`config.mk`:
```
export PLATFORM = sky130hd
export DESIGN_NAME = symfir_comp
export DESIGN_NICKNAME = d
export VERILOG_FILES = /design/src/rtl/symfir_comp.sv
export SDC_FILE = /design/constraint.sdc
export NUM_CORES = 2
export LEC_CHECK = 0
export ABC_CLOCK_PERIOD_IN_PS = 11000
export CAP_MARGIN = 20
export CORE_UTILIZATION = 38
export DETAILED_ROUTE_END_ITERATION = 6
export DONT_BUFFER_PORTS = 1
export GPL_ROUTABILITY_DRIVEN = 1
export RECOVER_POWER = 25
export SETUP_SLACK_MARGIN = 0.15
export SLEW_MARGIN = 20
export SYNTH_ARGS = -nofsm -noshare
export SYNTH_HDL_FRONTEND = slang
export SYNTH_SLANG_ARGS = --single-unit
```
`constraint.sdc`:
```
create_clock -name clk -period 11 [get_ports clk]
set_input_delay 1.1 -clock clk [delete_from_list [all_inputs] [get_ports clk]]
set_output_delay 1.1 -clock clk [all_outputs]
set_load 0.01 [all_outputs]
```
`src/rtl/symfir_comp.sv`:
```
module symfir_comp #(
  parameter int DW = 16,
  parameter logic [7:0] CTRL_ADDR = 8'h0E,
  parameter logic [7:0] MSB_ADDR = 8'h10,
  parameter logic [7:0] LSB_ADDR = 8'h13
) (
  input  logic          clk,
  input  logic          rst_n,
  input  logic          reg_we,
  input  logic [7:0]    reg_addr,
  input  logic [7:0]    reg_wdata,
  input  logic [1:0]    osr_mode,
  input  logic          in_valid,
  input  logic [DW-1:0] in_sample,
  output logic          out_valid,
  output logic [DW-1:0] out_sample
);
  localparam int CW   = 16;
  localparam int NC   = 3;
  localparam int FRAC = CW - 1;
  localparam int AW   = DW + CW + 3;
  localparam logic signed [AW-1:0] RND  = AW'(1) <<< (FRAC - 1);
  localparam logic signed [AW-1:0] MAXV = (AW'(1) <<< (DW - 1)) - AW'(1);
  localparam logic signed [AW-1:0] MINV = -(AW'(1) <<< (DW - 1));
  localparam logic [NC-1:0][CW-1:0] DEF_LO = {16'sd27551, -16'sd580, 16'sd68};
  localparam logic [NC-1:0][CW-1:0] DEF_HI = {16'sd28526, -16'sd412, 16'sd112};

  logic [NC-1:0][7:0]    stg;
  logic [NC-1:0][CW-1:0] cst, ksel, k;
  logic                  cust_en;
  logic [3:0][DW-1:0]    dly;
  logic signed [DW:0]    s0, s1;
  logic signed [DW-1:0]  s2;
  logic                  v1;
  logic signed [AW-1:0]  acc, q;
  logic [DW-1:0]         sat;

  always_ff @(posedge clk or negedge rst_n) begin
    if (!rst_n) cust_en <= 1'b0;
    else if (reg_we && reg_addr == CTRL_ADDR) cust_en <= reg_wdata[0];
  end

  for (genvar i = 0; i < NC; i++) begin : g_coef
    always_ff @(posedge clk or negedge rst_n) begin
      if (!rst_n) begin
        stg[i] <= '0;
        cst[i] <= '0;
      end else if (reg_we) begin
        if (reg_addr == MSB_ADDR + 8'(i)) stg[i] <= reg_wdata;
        if (reg_addr == LSB_ADDR + 8'(i)) cst[i] <= {stg[i], reg_wdata};
      end
    end
  end

  assign ksel = cust_en ? cst : (osr_mode == 2'b00 ? DEF_LO : DEF_HI);

  always_ff @(posedge clk or negedge rst_n) begin
    if (!rst_n) begin
      dly <= '0;
      s0  <= '0;
      s1  <= '0;
      s2  <= '0;
      k   <= '0;
    end else if (in_valid) begin
      dly <= {dly[2:0], in_sample};
      s0  <= (DW+1)'($signed(in_sample)) + (DW+1)'($signed(dly[3]));
      s1  <= (DW+1)'($signed(dly[0])) + (DW+1)'($signed(dly[2]));
      s2  <= $signed(dly[1]);
      k   <= ksel;
    end
  end

  assign acc = AW'(s0) * AW'($signed(k[0]))
             + AW'(s1) * AW'($signed(k[1]))
             + AW'(s2) * AW'($signed(k[2]));
  assign q   = (acc + RND) >>> FRAC;
  assign sat = (q > MAXV) ? MAXV[DW-1:0] : (q < MINV) ? MINV[DW-1:0] : q[DW-1:0];

  always_ff @(posedge clk or negedge rst_n) begin
    if (!rst_n) begin
      v1         <= 1'b0;
      out_valid  <= 1'b0;
      out_sample <= '0;
    end else begin
      v1        <= in_valid;
      out_valid <= v1;
      if (v1) out_sample <= sat;
    end
  end

  logic [1:0] age;
  always_ff @(posedge clk or negedge rst_n) begin
    if (!rst_n) age <= '0;
    else if (age != 2'd2) age <= age + 2'd1;
  end


  latency_chk: assert property (@(posedge clk) disable iff (!rst_n)
    age == 2'd2 |-> out_valid == $past(in_valid, 2));


  hold_chk: assert property (@(posedge clk) disable iff (!rst_n)
    !out_valid |-> $stable(out_sample));


  line_hold_chk: assert property (@(posedge clk) disable iff (!rst_n)
    !in_valid |=> $stable(dly));


  lsb_commit_chk: assert property (@(posedge clk) disable iff (!rst_n)
    !(reg_we && reg_addr >= LSB_ADDR && reg_addr < LSB_ADDR + 8'(NC)) |=> $stable(cst));


  ctrl_write_chk: assert property (@(posedge clk) disable iff (!rst_n)
    !(reg_we && reg_addr == CTRL_ADDR) |=> $stable(cust_en));
endmodule

```
==> results.sh <==
export IMPL_status="finished, violations left"
export IMPL_violations="max-capacitance violations, max-slew violations"
export IMPL_synthMostInstantiatedCell="inv_1"
export IMPL_post_cts_buffers=0
export IMPL_syn_instance_count=4189
export IMPL_hold_violations=0
export IMPL_synth_distinct_cells=74
export IMPL_core_sq_mm=0.109
export IMPL_crit_fanout=17
export IMPL_drt_wl_total_um=108000
export IMPL_placementRows=121
export IMPL_fillCellCount=10700
export IMPL_synth_top_area_cell="fa_1"
export IMPL_ctsResizeCount=0
export IMPL_holdPathStages=2
export IMPL_crit_slowest_cell="dfrtp_1"
export IMPL_syn_nets=5426
export IMPL_start_util=0.384
export IMPL_final_cells=5589
export IMPL_clk_path_buf_depth=3
export IMPL_placed_area_sq_mm=0.0434
export IMPL_maxSlewViolCount=110
export IMPL_utilization=0.407
export IMPL_antenna_found_initial=9
export IMPL_async_reset_ff_frac=1.00
export IMPL_fin_nets=5332
export IMPL_first_global_vias=29700
export IMPL_grt_total_usage=0.203
export IMPL_max_freq_mhz=106
export IMPL_synth_common_cells="inv_1 (1135), fa_1 (970), nand2_1 (407)"
export IMPL_gr_total_overflow=0
export IMPL_setup_worst_path_start_class="register"
export IMPL_yosysWarnings=0
export IMPL_io_pins=55
export IMPL_detail_route_vias_per_cell=4.86
export IMPL_drt_iter0_markers=1531
export IMPL_fin_crit_ps=9420
export IMPL_critPathMaxStageDelay_ps=860
export IMPL_ys_top_cells_by_area="fa_1 (46%), dfrtp_1 (14%), inv_1 (10%)"
export IMPL_criticalPathCategory="reg2reg"
export IMPL_clk_pin_slew_ps=80
export IMPL_cts_max_level=1
export IMPL_synth_edf_count=0
export IMPL_syn_avg_cell_area_sq_um=10.0
export IMPL_max_slew_margin_rel=-3.50
export IMPL_ant_nets=0
export IMPL_post_route_drc_count=0
export IMPL_place_inst=5537
export IMPL_synthesis_area_sq_mm=0.0419
export IMPL_cp_end_kind="register"
export IMPL_drive_gt1_frac=0.0613
export IMPL_cts_root_buf="clkbuf_16"
export IMPL_rsz0062_at_grt="false"
export IMPL_clock_skew_ps=31.5
export IMPL_cts_hold_buf=0
export IMPL_synth_seq_cells=237
export IMPL_critical_path_required_ps=11430
export IMPL_tightestPinTransition_ps=6750
export IMPL_die_area_sq_mm=0.112
export IMPL_synth_flop_cell="dfrtp_1"
export IMPL_drt_wirelength_per_cell_um=19.4
export IMPL_crit_arrival_ps=9850
export IMPL_worst_r2r_cell_count=25
export IMPL_area_delta_synth_final_pct=6.01
export IMPL_gp_congestion=0.894
export IMPL_cts_tree="done"
export IMPL_setup_viol=0
export IMPL_seq_area_frac_synth=0.142
export IMPL_final_area_sq_mm=0.0444
export IMPL_cts_sinks=237
export IMPL_hold_class="reg2reg"
export IMPL_crit_top_cell="fa_1"
export IMPL_maxCapViolations=1
export IMPL_die_x_um=334
export IMPL_dr_pass1_iters=5
export IMPL_synth_top_area_frac=0.463
export IMPL_grt_pass1_wl_um=174000
export IMPL_io_buffers=0
export IMPL_die_y_um=334
export IMPL_grt_start_max_net_pins=238
export IMPL_finalCritPeriodShare=0.856
export IMPL_clock_latency_ps=620
export IMPL_dp_hpwl_um=90100
export IMPL_dr_total_vias=27200
export IMPL_cts_buffers=30
export IMPL_fin_setup_tns_ps=0
[cell families (layout without fill, tap and decap cells)]
family                     after synthesis  count (layout)  share of synthesized area
buffers and inverters                 1294            1217                      0.116
adders and majority gates             1199            1199                      0.532
and+or+nand+nor                        994             994                      0.117
AOI/OAI and AO/OA                      253             253                     0.0389
DFF                                    237             237                      0.142
muxes                                  156             156                     0.0419
xor gates and xnor gates                56              56                     0.0119
other                                    0               1                          0
[sequential cells by signal, summed over array words and instances, names as in the netlist]
register and count:
dly 64, cst 48, k 48, stg 24, s0 17, s1 17, out_sample 16, cust_en 1
out_valid 1, v1 1
[stage by stage]
| step | worst slack, ps | hold WS [ps] |
|---|---|---|
| after global placement | 1790 | 476 |
| after global routing | 1040 | 514 |
| final | 1580 | 488 |
| after detailed placement | 1600 | 488 |
| after floorplan | 2540 | 410 |
| after CTS | 1580 | 180 |
[cell type report]
cell class	instances	area [sq um]	share of cell area
Inverter	1137	4270	0.0961
Sequential cell	237	5930	0.134
Timing Repair Buffer	31	249	0.00561
Multi-Input combinational cell	2658	31100	0.700
Clock inverter	12	184	0.00414
Clock buffer	37	838	0.0189
Tap cell	1476	1850	0.0416
Antenna cell	1	2.50	0.0000563
[worst max-delay path: cells and delay by family, from the launching register on]
kind            cells  cell delay [ps]
compound gates      8             1970
fa+ha+maj          10             5250
buf+inv             5              570
flops               1              860
simple gates        2              560
[worst paths after layout]
check	slack (ps)	to	start
max	1580	out_sample[12]$_DFFE_PN0P_	s1[16]$_DFFE_PN0P_
min	490	dly[33]$_DFFE_PN0P_	dly[17]$_DFFE_PN0P_
max reg2reg	1580	out_sample[12]$_DFFE_PN0P_	s1[16]$_DFFE_PN0P_
min reg2reg	490	dly[33]$_DFFE_PN0P_	dly[17]$_DFFE_PN0P_
max in group asynchronous	4130	cst[11]$_DFFE_PN0P_	rst_n
min in group asynchronous	2870	out_valid$_DFF_PN0_	rst_n
[layout by cell type, fill, tap and decap left out, types with 48 or more instances in the layout]
| cell type | count |
|---|---|
| a21oi_1 | 58 |
| and2_1 | 370 |
| dfrtp_1 | 237 |
| fa_1 | 970 |
| ha_1 | 229 |
| inv_1 | 1135 |
| mux2_2 | 156 |
| nand2_1 | 407 |
| nor2_1 | 97 |
| o21ai_0 | 92 |
| xnor2_1 | 48 |
[metal layers]
metal,global-route usage,up-vias,part of all wire
met5,0,-,0.00017
met4,0.0641,2,0.036
met3,0.0189,135,0.035
met2,0.357,508,0.51
met1,0.264,14500,0.41
li1,-,12000,-
Power is not shown: default switching activity piles up to over one toggle a cycle in this logic, so the estimate is an artifact.
